## src/rtl/serial_rx_pkg.sv

```systemverilog
package serial_rx_pkg;

    // Status word bit positions (host decodes these)
    localparam int LSR_RDY = 0;
    localparam int LSR_OVR = 1;
    localparam int LSR_PAR = 2;
    localparam int LSR_FRM = 3;
    localparam int LSR_BRK = 4;
    localparam int LSR_TXE = 5;
    localparam int LSR_TXI = 6;

    typedef struct packed {
        logic [1:0] len;
        logic [2:0] par;
        logic       two_stop;
    } line_cfg_t;

    typedef struct packed {
        logic [7:0] data;
        logic       par_err;
        logic       frm_err;
        logic       brk;
    } rx_char_t;

    typedef enum logic [2:0] {
        S_HUNT,
        S_START,
        S_DATA,
        S_PAR,
        S_STOP,
        S_STOP2
    } rx_state_e;

    // index of the last data bit: 4 for five bits up to 7 for eight bits
    function automatic logic [2:0] last_bit_idx(input logic [1:0] len);
        return 3'd4 + {1'b0, len};
    endfunction

    function automatic logic parity_on(input logic [2:0] mode);
        return mode[0];
    endfunction

    // data_xor: xor of received data bits, pbit: received parity bit
    function automatic logic parity_bad(input logic [2:0] mode,
                                        input logic       data_xor,
                                        input logic       pbit);
        case (mode)
            3'b001:  return ~(data_xor ^ pbit);
            3'b011:  return data_xor ^ pbit;
            3'b101:  return ~pbit;
            3'b111:  return pbit;
            default: return 1'b0;
        endcase
    endfunction

    // characters shift in at the top; move them down to bit 0
    function automatic logic [7:0] align_char(input logic [7:0] sh,
                                              input logic [1:0] len);
        return sh >> (2'd3 - len);
    endfunction

endpackage

```

## src/rtl/serial_rx_sync.sv

```systemverilog
module serial_rx_sync #(
    parameter int STAGES = 2
) (
    input  logic clk,
    input  logic rst,
    input  logic din,
    output logic dout
);
    logic [STAGES-1:0] chain_q;

    for (genvar g = 0; g < STAGES; g++) begin : g_stage
        if (g == 0) begin : g_first
            always_ff @(posedge clk) begin
                if (rst) chain_q[0] <= 1'b1;
                else     chain_q[0] <= din;
            end
        end else begin : g_next
            always_ff @(posedge clk) begin
                if (rst) chain_q[g] <= 1'b1;
                else     chain_q[g] <= chain_q[g-1];
            end
        end
    end

    assign dout = chain_q[STAGES-1];
endmodule

```

## src/rtl/serial_rx_framer.sv

```systemverilog
module serial_rx_framer
    import serial_rx_pkg::*;
#(
    parameter int OVERSAMPLE = 16
) (
    input  logic      clk,
    input  logic      rst,
    input  logic      rxd_s,
    input  logic      os_tick,
    input  line_cfg_t cfg,
    output logic      done,
    output rx_char_t  ch,
    output logic      late_fe
);
    localparam int CW = $clog2(OVERSAMPLE);
    localparam logic [CW-1:0] CNT_LAST = CW'(OVERSAMPLE - 1);
    localparam logic [CW-1:0] CNT_MID  = CW'(OVERSAMPLE / 2 - 1);

    rx_state_e state_q;
    logic [CW-1:0] cnt_q;
    logic [2:0]    idx_q;
    logic [7:0]    sh_q;
    logic          xor_q;
    logic          pbit_q;
    logic          seen_one_q;
    logic          armed_q;
    line_cfg_t     cfg_q;

    logic at_centre;
    assign at_centre = os_tick && (cnt_q == CNT_LAST);

    always_ff @(posedge clk) begin
        if (rst) begin
            state_q    <= S_HUNT;
            cnt_q      <= '0;
            idx_q      <= '0;
            sh_q       <= '0;
            xor_q      <= 1'b0;
            pbit_q     <= 1'b0;
            seen_one_q <= 1'b0;
            armed_q    <= 1'b0;
            cfg_q      <= '0;
            done       <= 1'b0;
            ch         <= '0;
            late_fe    <= 1'b0;
        end else begin
            done    <= 1'b0;
            late_fe <= 1'b0;
            case (state_q)
                S_HUNT: begin
                    if (os_tick) begin
                        if (rxd_s) begin
                            armed_q <= 1'b1;
                        end else if (armed_q) begin
                            state_q <= S_START;
                            cnt_q   <= '0;
                            cfg_q   <= cfg;
                        end
                    end
                end
                S_START: begin
                    if (os_tick) begin
                        if (cnt_q == CNT_MID) begin
                            cnt_q <= '0;
                            if (!rxd_s) begin
                                state_q    <= S_DATA;
                                idx_q      <= '0;
                                sh_q       <= '0;
                                xor_q      <= 1'b0;
                                seen_one_q <= 1'b0;
                            end else begin
                                state_q <= S_HUNT;
                            end
                        end else begin
                            cnt_q <= cnt_q + CW'(1);
                        end
                    end
                end
                S_DATA: begin
                    if (at_centre) begin
                        cnt_q      <= '0;
                        sh_q       <= {rxd_s, sh_q[7:1]};
                        xor_q      <= xor_q ^ rxd_s;
                        seen_one_q <= seen_one_q | rxd_s;
                        if (idx_q == last_bit_idx(cfg_q.len))
                            state_q <= parity_on(cfg_q.par) ? S_PAR : S_STOP;
                        else
                            idx_q <= idx_q + 3'd1;
                    end else if (os_tick) begin
                        cnt_q <= cnt_q + CW'(1);
                    end
                end
                S_PAR: begin
                    if (at_centre) begin
                        cnt_q      <= '0;
                        pbit_q     <= rxd_s;
                        seen_one_q <= seen_one_q | rxd_s;
                        state_q    <= S_STOP;
                    end else if (os_tick) begin
                        cnt_q <= cnt_q + CW'(1);
                    end
                end
                S_STOP: begin
                    if (at_centre) begin
                        cnt_q      <= '0;
                        done       <= 1'b1;
                        ch.data    <= align_char(sh_q, cfg_q.len);
                        ch.par_err <= parity_on(cfg_q.par) &&
                                      parity_bad(cfg_q.par, xor_q, pbit_q);
                        ch.frm_err <= ~rxd_s;
                        ch.brk     <= ~rxd_s & ~seen_one_q;
                        if (rxd_s && cfg_q.two_stop) begin
                            state_q <= S_STOP2;
                        end else begin
                            state_q <= S_HUNT;
                            armed_q <= rxd_s;
                        end
                    end else if (os_tick) begin
                        cnt_q <= cnt_q + CW'(1);
                    end
                end
                S_STOP2: begin
                    if (at_centre) begin
                        cnt_q   <= '0;
                        late_fe <= ~rxd_s;
                        armed_q <= rxd_s;
                        state_q <= S_HUNT;
                    end else if (os_tick) begin
                        cnt_q <= cnt_q + CW'(1);
                    end
                end
                default: state_q <= S_HUNT;
            endcase
        end
    end
endmodule

```

## src/rtl/serial_rx_status.sv

```systemverilog
module serial_rx_status
    import serial_rx_pkg::*;
(
    input  logic       clk,
    input  logic       rst,
    input  logic       done,
    input  rx_char_t   ch,
    input  logic       late_fe,
    input  logic       lsr_rd,
    input  logic       lsr_wr,
    input  logic       wbit0,
    input  logic       tx_idle,
    input  logic       tx_empty,
    output logic [7:0] rx_data,
    output logic       rx_valid,
    output logic [7:0] lsr,
    output logic       irq
);
    logic rdy_q, ovr_q, par_q, frm_q, brk_q, txi_q, txe_q;
    logic ack, store;

    assign ack   = lsr_wr && !wbit0;
    assign store = done && (!rdy_q || ack);

    always_ff @(posedge clk) begin
        if (rst) begin
            rx_data  <= '0;
            rx_valid <= 1'b0;
            rdy_q    <= 1'b0;
            ovr_q    <= 1'b0;
            par_q    <= 1'b0;
            frm_q    <= 1'b0;
            brk_q    <= 1'b0;
            txi_q    <= 1'b1;
            txe_q    <= 1'b1;
        end else begin
            rx_valid <= store;
            txi_q    <= tx_idle;
            txe_q    <= tx_empty;
            if (store) begin
                rx_data <= ch.data;
                rdy_q   <= 1'b1;
            end else if (ack) begin
                rdy_q <= 1'b0;
            end
            ovr_q <= (ovr_q && !lsr_rd) || (done && rdy_q && !ack);
            par_q <= (par_q && !lsr_rd) || (done && ch.par_err);
            frm_q <= (frm_q && !lsr_rd) || (done && ch.frm_err) || late_fe;
            brk_q <= (brk_q && !lsr_rd) || (done && ch.brk);
        end
    end

    always_comb begin
        lsr          = '0;
        lsr[LSR_RDY] = rdy_q;
        lsr[LSR_OVR] = ovr_q;
        lsr[LSR_PAR] = par_q;
        lsr[LSR_FRM] = frm_q;
        lsr[LSR_BRK] = brk_q;
        lsr[LSR_TXE] = txe_q;
        lsr[LSR_TXI] = txi_q;
    end

    assign irq = rdy_q;
endmodule

```

## src/rtl/serial_rx_lsr.sv

```systemverilog
module serial_rx_lsr
    import serial_rx_pkg::*;
#(
    parameter int OVERSAMPLE  = 16,
    parameter int SYNC_STAGES = 2
) (
    input  logic       clk,
    input  logic       rst,
    input  logic       rxd,
    input  logic       os_tick,
    input  logic [1:0] char_len,
    input  logic [2:0] parity_mode,
    input  logic       two_stop,
    input  logic       lsr_rd,
    input  logic       lsr_wr,
    input  logic [7:0] lsr_wdata,
    input  logic       tx_idle,
    input  logic       tx_empty,
    output logic [7:0] rx_data,
    output logic       rx_valid,
    output logic [7:0] lsr,
    output logic       irq
);
    logic      rxd_s;
    line_cfg_t cfg;
    logic      frame_done;
    rx_char_t  frame_char;
    logic      late_fe;
    logic      unused_wbits;

    assign cfg          = '{len: char_len, par: parity_mode, two_stop: two_stop};
    assign unused_wbits = ^lsr_wdata[7:1];

    serial_rx_sync #(.STAGES(SYNC_STAGES)) u_sync (
        .clk  (clk),
        .rst  (rst),
        .din  (rxd),
        .dout (rxd_s)
    );

    serial_rx_framer #(.OVERSAMPLE(OVERSAMPLE)) u_framer (
        .clk     (clk),
        .rst     (rst),
        .rxd_s   (rxd_s),
        .os_tick (os_tick),
        .cfg     (cfg),
        .done    (frame_done),
        .ch      (frame_char),
        .late_fe (late_fe)
    );

    serial_rx_status u_status (
        .clk      (clk),
        .rst      (rst),
        .done     (frame_done),
        .ch       (frame_char),
        .late_fe  (late_fe),
        .lsr_rd   (lsr_rd),
        .lsr_wr   (lsr_wr),
        .wbit0    (lsr_wdata[0]),
        .tx_idle  (tx_idle),
        .tx_empty (tx_empty),
        .rx_data  (rx_data),
        .rx_valid (rx_valid),
        .lsr      (lsr),
        .irq      (irq)
    );
endmodule

```

## config.mk

```make
export PLATFORM = sky130hd
export DESIGN_NAME = serial_rx_lsr
export DESIGN_NICKNAME = d
export VERILOG_FILES = /design/src/rtl/serial_rx_pkg.sv /design/src/rtl/serial_rx_sync.sv /design/src/rtl/serial_rx_framer.sv /design/src/rtl/serial_rx_status.sv /design/src/rtl/serial_rx_lsr.sv
export SDC_FILE = /design/constraint.sdc
export NUM_CORES = 1
export LEC_CHECK = 0
export ABC_AREA = 1
export BUFFER_PORTS_ARGS = -buffer_cell sky130_fd_sc_hd__buf_2
export CAP_MARGIN = 20
export CELL_PAD_IN_SITES_DETAIL_PLACEMENT = 0
export CELL_PAD_IN_SITES_GLOBAL_PLACEMENT = 1
export CORE_MARGIN = 4
export CORE_UTILIZATION = 37
export DETAILED_ROUTE_END_ITERATION = 8
export PLACE_DENSITY_LB_ADDON = 0.1
export SKIP_CTS_REPAIR_TIMING = 1
export SLEW_MARGIN = 30
export SYNTH_ARGS = -nofsm -noshare
export SYNTH_HDL_FRONTEND = slang
export SYNTH_SLANG_ARGS = --single-unit
```

## constraint.sdc

```tcl
create_clock -name clk -period 1.66 [get_ports clk]
set_clock_uncertainty 0.15 [all_clocks]
set_input_delay 0.332 -clock clk [delete_from_list [all_inputs] [get_ports clk]]
set_output_delay 0.332 -clock clk [all_outputs]
set_load 0.005 [all_outputs]
```

Word-level counts from Yosys, hierarchy flattened. Cells that the tools add are included. W data, S select, Z words.

$add $sub $neg: 4. Multipliers: 0. Div/mod/pow operators: 0. $lt $le $gt $ge: 0. Equal/unequal tests: 28. Shift operators: 1. Mux-type cells: 53. Bitwise gates (word level): 11. Reductions and logical operators: 43.

Operators by type and width (number): $mux W3 (17); $mux W8 (4); $mux W4 (7); $pmux W3 S6 (1); $reduce_and A6 Y1 (3); $mux W1 (16); $ne A2 B1 Y1 const B (8); $pmux W8 S2 (1); $logic_and A1 B1 Y1 (14); $ne A2 B2 Y1 const B (7); $eq A3 B3 Y1 const B (4); $pmux W4 S3 (1); $reduce_and A10 Y1 (1); $reduce_and A5 Y1 (2); $eq A3 B2 Y1 const B (3); $shr A8 B2 Y8 (1); $not A1 Y1 (7); $eq A3 B1 Y1 const B (2); $logic_or A1 B1 Y1 (6); $pmux W3 S2 (1); $reduce_bool A2 Y1 (3); $reduce_bool A3 Y1 (2); $add A4 B1 Y4 const B (1); $eq A4 B3 Y1 const B (1); 20 further kinds (27).

Register bits: 59. Bits in latches: 0. Memory bits (writable): 0. ROM bits: 0. Output and inout port bits: 18. Word-level logic and storage cells: 168. Memories: 0.

Depth between registers and ports, before layout. Gate-level depths: netlist of the first run.

Depth after elaboration: 7. Depth in mapped cells: 11. Depth with buffers taken out: 11.

Hierarchy. A second synthesis of the first run with hierarchy kept.

Cell total of the unflattened synthesis: 400. Area total of the unflattened synthesis: 2835.2 um^2.

By module, submodules not included: serial_rx_framer (times used 1, cells an instance 301, area each 2074.5 um^2); serial_rx_status (times used 1, cells an instance 92, area each 701.9 um^2); serial_rx_sync (times used 1, cells an instance 7, area each 58.8 um^2).

Worst setup path before layout of the first run. No wires, ideal clock.

Path kind: flip-flop to flip-flop. From: register u_framer.state_q[1]. To: register u_framer.cnt_q[0]. Arrival: 1.458 ns. Slack: -0.064 ns. Cell stages (with the launch flop): 11. Cells stage by stage: dfxtp_1 > buf_6 > inv_2 > ha_1 > nor2_1 > nor2_1 > o21ai_0 > nor2_2 > inv_2 > o21ai_0 > nor2_1.

Word-level cells in the longest chain between the ends: 4. Elaborated cells on any way between the ends: 15. Classes of those cells: eq/ne: 10; mux: 1; reduce/logical: 4.

RTL lines: start: declaration (RTL line serial_rx_framer.sv:19) `rx_state_e state_q;`; start signal: assignment (RTL line serial_rx_framer.sv:86) `state_q <= parity_on(cfg_q.par) ? S_PAR : S_STOP;`; $eq A3 B2 Y1 / $eq A3 B3 Y1 (equally long branches) (RTL line serial_rx_framer.sv:49) `case (state_q)`; $reduce_or A4 Y1 (no source line); $ne A3 B1 Y1 (no source line) / $reduce_bool A3 Y1 (equally long branches); $reduce_and A6 Y1 (no source line); end signal: assignment (RTL line serial_rx_framer.sv:75) `cnt_q <= cnt_q + CW'(1);`; end signal: assignment (RTL line serial_rx_framer.sv:90) `cnt_q <= cnt_q + CW'(1);`; end signal: assignment (RTL line serial_rx_framer.sv:100) `cnt_q <= cnt_q + CW'(1);`; end: declaration (RTL line serial_rx_framer.sv:20) `logic [CW-1:0] cnt_q;`.

Several ways; a longest one is shown, not always the timed one. A chain may end at the register's enable or synchronous reset.

Worst setup path in the final report of the first run.
From: register u_framer.state_q[1]. To: register u_framer.cnt_q[3].

Same word-level chain as after synthesis.

==> results.json, run 1 <==
{
  "period_share": 1.008,
  "dr.first_iter.drc_count": 93,
  "reg2reg_from": "u_framer.state_q[1]$_SDFFE_PP0P_",
  "wirelength_mm": 6.977,
  "io_buffers": 31,
  "setup_viol": 2,
  "synth_nets": 424,
  "vias": 2660,
  "fp.coreArea_mm2": 0.007331,
  "slowest_delay_ns": 0.39,
  "clock_latency_ns": 0.33,
  "synth_cell_types": 29,
  "die_y_um": 95.13,
  "crit_start": "u_framer.state_q[1]$_SDFFE_PP0P_",
  "vdd_drop_max_v": 0.0004183,
  "routedWlPerCell_um": 12.26,
  "viasPerCell": 4.675,
  "netlist_instances": 397,
  "die_w_um": 95.13,
  "crit_arrival_ns": 1.80,
  "ys_async_sr_fraction": 0,
  "violations": "setup timing",
  "start_util": 0.3832,
  "startpoint_type": "flop",
  "drive_gt1_frac": 0.3298,
  "worst_path_max_delay_cell": "dfxtp_4",
  "tns_ns": -0.01570,
  "fmax_ghz": 0.5975,
  "p_per_area_mw_per_mm2": 1057,
  "synth_seq_cells": 59,
  "final_max_slew_viol_count": 0,
  "globalplace.congestion": 0.8150,
  "dpl.hpwl_mm": 5.151,
  "min_path_type": "in2reg",
  "root_buffer": "clkbuf_8",
  "seq_area_frac_synth": 0.4205,
  "grt-ovfl-total": 0,
  "cts_made_buffers": 9,
  "syn_to_final_growth_pct": 30.87,
  "outcome": "finished, violations left",
  "clock_path_buffers": 2,
  "hold_ws_ns": 0.02403,
  "syn-cell-area_mm2": 0.002809,
  "rsz0062_at_grt": "yes",
  "drc_errors": 0,
  "cts_num_sinks": 59,
  "crit_family": "simple AND/OR/NAND/NOR gates",
  "crit_chain": "inv_4, ha_4, nor2_2, nor2_1, o21ai_1, nor2_2, buf_6, nand2_2, nand2_1, nand2_1, nor2_1",
  "worstSetupEndpointType": "flop",
  "grt_max_degree": 23,
  "maxCapViolCount": 0,
  "syn_area_per_cell_um2": 7.075,
  "path_buf_inv": 2,
  "insertedDiodeCount": 0,
  "fin_crit_ns": 1.674,
  "critPathMaxFanout": 4,
  "fin_ws_ns": -0.01354,
  "worstPathRequired_ns": 1.79,
  "drt_first_pass_iters": 4,
  "p_leak_nw": 1.524,
  "crit_type": "reg2reg",
  "layout_common_cells": "nand2_1 (68), nor2_1 (61), dfxtp_1 (54)",
  "hold_viol_final": 0,
  "ios": 40,
  "antenna_found_initial": 0,
  "ys_warn_count": 0,
  "num-nets-final": 492,
  "synth_edf_count": 0,
  "die-area_mm2": 0.009050,
  "synthFlopType": "dfxtp_1",
  "hp-start": "rxd",
  "cts_tree": "yes",
  "antenna_left": 0,
  "grt_util_all_layers": 0.1629,
  "grt_pass1_vias": 2347,
  "rows": 31,
  "grt_pass1_wl_mm": 11.31,
  "final_common_cell": "nand2_1",
  "ctsHtreeMaxLevel": 3,
  "cts.clk_slew.worst_paths_ns": 0.07,
  "dp_slack_ns": -0.1010
}
-- path summary, 6_finish.rpt --
path / slack (ns) / cells after the start / endpoint
max: -0.01 / 11 / u_framer.cnt_q[3]$_SDFFE_PP0P_
min: 0.02 / 2 / u_sync.chain_q[0]$_SDFF_PP1_
max reg2reg: -0.01 / 11 / u_framer.cnt_q[3]$_SDFFE_PP0P_
min reg2reg: 0.26 / 1 / u_sync.dout$_SDFF_PP1_
-- flip-flops by register name, indices dropped and copies added, names as in the netlist --
register	count
u_framer.seen_one_q	1
u_status.irq	1
u_status.brk_q	1
u_framer.ch	11
u_framer.sh_q	8
u_status.par_q	1
u_framer.cnt_q	4
u_status.txi_q	1
u_framer.done	1
u_framer.idx_q	3
u_framer.xor_q	1
u_framer.late_fe	1
u_status.txe_q	1
u_status.frm_q	1
u_status.rx_valid	1
u_status.rx_data	8
u_framer.cfg_q	6
u_framer.state_q	3
u_status.ovr_q	1
u_framer.armed_q	1
u_sync.dout	1
u_sync.chain_q	1
u_framer.pbit_q	1
-- power breakdown --
group	total (mW)	switching [mW]	internal, mW	leakage, nW
clock	1.17	0.621	0.544	0.0779
combinational	1.18	0.658	0.524	0.967
sequential	1.54	0.0663	1.47	0.480
-- worst register-to-register path, cell delays in order (launching register included) --
cell and delay (ns):
dfxtp_4 0.39, inv_4 0.05, ha_4 0.26, nor2_2 0.03
nor2_1 0.09, o21ai_1 0.08, nor2_2 0.22, buf_6 0.14
nand2_2 0.04, nand2_1 0.06, nand2_1 0.05, nor2_1 0.07
-- kinds of logic after synthesis --
| logic type | share of synthesized area |
|---|---|
| flops | 0.4205 |
| buf+inv | 0.09576 |
| compound gates | 0.1470 |
| fa+ha+maj | 0.02227 |
| mux | 0.007127 |
| other cells | 0.001335 |
| simple gates | 0.2904 |
| xor+xnor | 0.01559 |
-- cells in the mapped netlist (4+ instances only) --
cell type | instances | area (um2)
a21oi_1 | 35 | 175.2
buf_4 | 9 | 67.56
clkbuf_1 | 8 | 30.03
dfxtp_1 | 59 | 1181
ha_1 | 5 | 62.56
inv_1 | 29 | 108.9
inv_2 | 4 | 15.01
nand2_1 | 78 | 292.8
nand3_1 | 25 | 125.1
nand4_1 | 4 | 25.02
nor2_1 | 68 | 255.2
o21ai_0 | 35 | 175.2
or2_2 | 4 | 25.02
xnor2_1 | 4 | 35.03
-- area by class of cell --
| class | count | area [um2] |
|---|---|---|
| Sequential cell | 59 | 1192 |
| Clock inverter | 7 | 52.55 |
| Inverter | 33 | 135.1 |
| Fill cell | 751 | 3655 |
| Timing Repair Buffer | 80 | 550.5 |
| Tap cell | 99 | 123.9 |
| Multi-Input combinational cell | 282 | 1498 |
| Clock buffer | 9 | 123.9 |
-- per-stage QoR --
step | utilization | instance area [um2] | cells | total power [mW]
floorplan | - | 2810 | 397 | 2.158
detailed placement | 0.4514 | 3309 | 551 | 2.580
finish | 0.5015 | 3676 | 569 | 3.884
global route | 0.5015 | 3676 | 569 | 4.131
global placement | 0.4514 | 3309 | 551 | 2.580
CTS | 0.4755 | 3486 | 567 | 3.753
-- routing by layer --
layer / share of wire / wire (um) / global-route usage
met2: 0.43 / 2967 / 0.2309
met4: 0.013 / 93 / 0.06851
met3: 0.034 / 238 / 0.03394
met1: 0.53 / 3678 / 0.2370
met5: 0 / 0 / 0
Note: power is estimated with default switching activity, not from simulation.
==> run 2: changes to the inputs <==
- RECOVER_POWER: default -> 25
==> run 2 against run 1 <==
  * The flow still finishes with violations (setup timing)
  * Cell count stayed put
  * Utilization is 0.10 points lower
  * Register-to-register slack hardly changed
  * Worst hold slack hardly changed
  * Total power hardly changed
  * Global-route usage stayed put
  * Setup slack hardly changed
  * Critical path type unchanged
  * Largest power group unchanged
==> results.json, run 2 (synthesized netlist as in run 1, its figures left out) <==
{
  "die-area_mm2": 0.009050,
  "crit_type": "reg2reg",
  "vias": 2649,
  "grt_pass1_vias": 2347,
  "path_buf_inv": 2,
  "fin_area_mm2": 0.003669,
  "worstSetupEndpointType": "flop",
  "worst_path_max_delay_cell": "dfxtp_4",
  "setup_viol": 2,
  "critPathMaxFanout": 4,
  "final_common_cell": "nand2_1",
  "drc_errors": 0,
  "fin_crit_ns": 1.673,
  "insertedDiodeCount": 0,
  "layout_common_cells": "nand2_1 (68), nor2_1 (61), dfxtp_1 (54)",
  "root_buffer": "clkbuf_8",
  "globalplace.congestion": 0.8150,
  "slowest_delay_ns": 0.39,
  "syn_to_final_growth_pct": 30.60,
  "p_leak_nw": 1.514,
  "vdd_drop_max_v": 0.0004179,
  "worstPathRequired_ns": 1.79,
  "die_y_um": 95.13,
  "fin_ws_ns": -0.01325,
  "ctsHtreeMaxLevel": 3,
  "dpl.hpwl_mm": 5.151,
  "cts.clk_slew.worst_paths_ns": 0.07,
  "fmax_ghz": 0.5976,
  "largest_reg_flops": 11,
  "wirelength_mm": 6.978,
  "cts_tree": "yes",
  "period_share": 1.008,
  "crit_chain": "inv_4, ha_4, nor2_2, nor2_1, o21ai_1, nor2_2, buf_6, nand2_2, nand2_1, nand2_1, nor2_1",
  "viasPerCell": 4.656,
  "antenna_left": 0,
  "min_path_type": "in2reg",
  "io_buffers": 31,
  "power_mw": 3.881,
  "rows": 31,
  "tightest_slew_ns": 0.9486,
  "cts_made_buffers": 9,
  "clock_path_buffers": 2,
  "num-nets-final": 492,
  "violations": "setup timing",
  "clock_latency_ns": 0.33,
  "drive_gt1_frac": 0.3213,
  "die_w_um": 95.13,
  "hold_viol_final": 0,
  "cts_num_sinks": 59,
  "dpl-instance-area_mm2": 0.003309,
  "outcome": "finished, violations left",
  "drt_first_pass_iters": 4,
  "maxCapViolCount": 0,
  "grt_pass1_wl_mm": 11.31,
  "start_util": 0.3832,
  "ios": 40,
  "dr.first_iter.drc_count": 90,
  "grt_util_all_layers": 0.1629,
  "slew-limit-headroom": 0.3676,
  "crit_family": "simple AND/OR/NAND/NOR gates",
  "routedWlPerCell_um": 12.26,
  "tns_ns": -0.01674,
  "fp.coreArea_mm2": 0.007331,
  "grt_max_degree": 23,
  "reg.largest.list": "u_framer.ch x11, u_framer.sh_q x8, u_status.rx_data x8",
  "rsz0062_at_grt": "yes",
  "fin_util": 0.5004,
  "startpoint_type": "flop",
  "top_register": "u_framer.ch",
  "dp_slack_ns": -0.1010,
  "grt-ovfl-total": 0,
  "final_max_slew_viol_count": 0,
  "antenna_found_initial": 0,
  "crit_arrival_ns": 1.80,
  "p_per_area_mw_per_mm2": 1058
}
==> run 2: worst paths after layout <==
path / start / cells past startpoint / end / slack [ns]
setup / recovery: u_framer.state_q[1]$_SDFFE_PP0P_ / 11 / u_framer.cnt_q[3]$_SDFFE_PP0P_ / -0.01
hold / removal: rxd / 2 / u_sync.chain_q[0]$_SDFF_PP1_ / 0.02
setup reg to reg: u_framer.state_q[1]$_SDFFE_PP0P_ / 11 / u_framer.cnt_q[3]$_SDFFE_PP0P_ / -0.01
hold reg to reg: u_sync.chain_q[0]$_SDFF_PP1_ / 1 / u_sync.dout$_SDFF_PP1_ / 0.26
==> run 2: layout make-up <==
type                       count  area [um2]
multi-input combinational    282        1498
tap                           99       123.9
sequential                    59        1192
timing repair buffer          80       543.0
clock inverter                 7       52.55
fill                         755        3662
clock buffer                   9       123.9
inverter                      33       135.1
==> run 2: power breakdown <==
part | switching (mW) | internal, mW | leakage, nW
Sequential | 0.0663 | 1.47 | 0.480
Clock | 0.621 | 0.544 | 0.0779
Combinational | 0.657 | 0.522 | 0.957
Total | 1.34 | 2.54 | 1.51
==> run 2: through the flow <==
| step | hold slack [ns] | std cells |
|---|---|---|
| 2_1_floorplan | 0.2395 | 397 |
| 3_3_place_gp | 0.2427 | 551 |
| 3_5_place_dp | 0.2428 | 551 |
| 4_1_cts | 0.009583 | 567 |
| 5_1_grt | 0.01268 | 569 |
| 6_report | 0.02374 | 569 |
==> run 2: metal layers <==
layer,track usage,part of all wire,vias to the layer above,wire length [um]
li1,-,-,1413,-
met5,0,0,-,0
met4,0.06851,0.013,0,93
met1,0.2370,0.53,1190,3679
met2,0.2309,0.43,38,2967
met3,0.03394,0.034,8,238
==> run 3: changes to the inputs <==
- ABC_AREA: 1 -> 0
- CORE_UTILIZATION: 37 -> 39
==> run 3 against run 2 <==
  * The run still ends with setup timing left
  * Sequential power is 3% lower
  * Synthesized cell count is 22% lower
  * Synthesized area is 1.5% lower
  * Wire length is 0.10% higher
  * Cell area is 1.9% higher
==> results.json, run 3 <==
{
  "clock_latency_ns": 0.34,
  "dpl.hpwl_mm": 4.872,
  "antenna_found_initial": 0,
  "grt_max_degree": 22,
  "synthFlopType": "dfxtp_1",
  "clock_path_buffers": 2,
  "period_share": 1.103,
  "top_register": "u_framer.ch",
  "cts_made_buffers": 9,
  "slew-limit-headroom": 0.6567,
  "fmax_ghz": 0.5463,
  "hp-start": "rxd",
  "cts_tree": "yes",
  "startpoint_type": "flop",
  "seq_area_frac_synth": 0.4268,
  "rows": 30,
  "p_per_area_mw_per_mm2": 972.9,
  "cts.clk_slew.worst_paths_ns": 0.08,
  "vdd_drop_max_v": 0.0004845,
  "grt-ovfl-total": 0,
  "layout_common_cells": "dfxtp_1 (54), buf_4 (39), buf_2 (29)",
  "largest_reg_flops": 11,
  "start_util": 0.4051,
  "dr.first_iter.drc_count": 83,
  "synth_nets": 335,
  "dp_slack_ns": -0.1717,
  "ctsHtreeMaxLevel": 3,
  "num-nets-final": 401,
  "reg.largest.list": "u_framer.ch x11, u_framer.sh_q x8, u_status.rx_data x8",
  "wirelength_mm": 6.985,
  "netlist_instances": 308,
  "synth_top_area_frac": 0.4268,
  "die-area_mm2": 0.008508,
  "ys_async_sr_fraction": 0,
  "hold_viol_final": 0,
  "grt_pass1_wl_mm": 11.13,
  "final_common_cell": "dfxtp_1",
  "ys_warn_count": 0,
  "fin_ws_ns": -0.1705,
  "rsz0062_at_grt": "yes",
  "tns_ns": -1.732,
  "syn-cell-area_mm2": 0.002768,
  "grt_pass1_vias": 2311,
  "insertedDiodeCount": 0,
  "die_y_um": 92.24,
  "yosys-top-cells-area": "dfxtp_1 (43%), mux2i_1 (8.0%), a21oi_1 (4.5%)",
  "cts_num_sinks": 59,
  "viasPerCell": 5.069,
  "critPathMaxFanout": 6,
  "drive_gt1_frac": 0.3852,
  "drt_first_pass_iters": 4,
  "nFillCells": 645,
  "antenna_left": 0,
  "syn_area_per_cell_um2": 8.986,
  "crit_start": "u_framer.state_q[1]$_SDFFE_PP0P_",
  "worstPathRequired_ns": 1.79,
  "crit_arrival_ns": 1.96,
  "vias": 2408,
  "die_w_um": 92.24,
  "synth_common_cells": "dfxtp_1 (59), nor2_1 (27), a21oi_1 (25), nand2_1 (24), mux2i_1 (22)",
  "synth_most_common_cell": "dfxtp_1",
  "root_buffer": "clkbuf_8",
  "final_max_slew_viol_count": 0,
  "worstSetupEndpointType": "flop",
  "min_path_type": "in2reg",
  "io_buffers": 31,
  "globalplace.congestion": 0.7953,
  "reg2reg_from": "u_framer.state_q[1]$_SDFFE_PP0P_",
  "ios": 40,
  "synth_edf_count": 0,
  "fin_crit_ns": 1.830,
  "drc_errors": 0,
  "synth_cell_types": 53,
  "maxCapViolCount": 0,
  "syn_to_final_growth_pct": 35.13,
  "fp.coreArea_mm2": 0.006832,
  "synth_top_area_cell": "dfxtp_1",
  "outcome": "finished, violations left",
  "routedWlPerCell_um": 14.71,
  "p_leak_nw": 1.464,
  "synth_seq_cells": 59,
  "violations": "setup timing",
  "grt_util_all_layers": 0.1654,
  "setup_viol": 29,
  "tightest_slew_ns": 0.5150,
  "crit_type": "reg2reg"
}
[run 3: worst max-delay path, cell delays in order (launching register included)]
cell and delay [ns]:
dfxtp_2 0.35, or3b_4 0.39, mux2_4 0.34, or4_4 0.42, a21oi_2 0.12
[run 3: where the power goes]
group / switching, mW / leakage (nW) / internal (mW) / total [mW]
sequential: 0.0340 / 0.479 / 1.45 / 1.49
combinational: 0.402 / 0.882 / 0.399 / 0.802
clock: 0.616 / 0.102 / 0.733 / 1.35
total: 1.05 / 1.46 / 2.59 / 3.64
[run 3: final timing paths]
kind	to	slack, ns	depth (start not counted)
min reg2reg	u_sync.dout$_SDFF_PP1_	0.27	1
max	u_framer.xor_q$_SDFFE_PP0P_	-0.17	4
min	u_sync.chain_q[0]$_SDFF_PP1_	0.02	2
max reg2reg	u_framer.xor_q$_SDFFE_PP0P_	-0.17	4
[run 3: layout make-up]
cell class | count | area [um2] | area share
multi-input cells | 213 | 1605 | 0.4292
flip-flops and latches | 59 | 1187 | 0.3175
repair buffers | 83 | 594.3 | 0.1589
clock buffers | 10 | 137.6 | 0.03680
well taps | 96 | 120.1 | 0.03212
clock inverters | 6 | 65.06 | 0.01740
inverters | 8 | 30.03 | 0.008029
[run 3: metrics by stage]
| step | utilization | std cells | total power, mW | cell area [um2] | hold WS [ns] |
|---|---|---|---|---|---|
| finish | 0.5474 | 475 | 3.639 | 3740 | 0.01510 |
| detailed placement | 0.4806 | 455 | 2.107 | 3283 | 0.2501 |
| CTS | 0.5103 | 471 | 3.453 | 3486 | 0.009362 |
| global placement | 0.4806 | 455 | 2.108 | 3283 | 0.2416 |
| floorplan | - | 308 | 1.910 | 2818 | 0.2395 |
| global route | 0.5474 | 475 | 3.799 | 3740 | 0.01288 |
[run 3: logic make-up after synthesis]
group / share of synthesized area
compound gates: 0.1546
xor+xnor: 0.01582
fa+ha+maj: 0.02260
buf+inv: 0.06239
flops: 0.4268
mux: 0.1175
other cells: 0.001355
simple gates: 0.1989
[run 3: routing by layer]
metal | wire, um | global-route usage | up-vias
li1 | - | - | 1224
met1 | 3301 | 0.2194 | 1130
met2 | 3282 | 0.2591 | 44
met3 | 287 | 0.05086 | 10
met4 | 114 | 0.04703 | 0
met5 | 0 | 0 | -
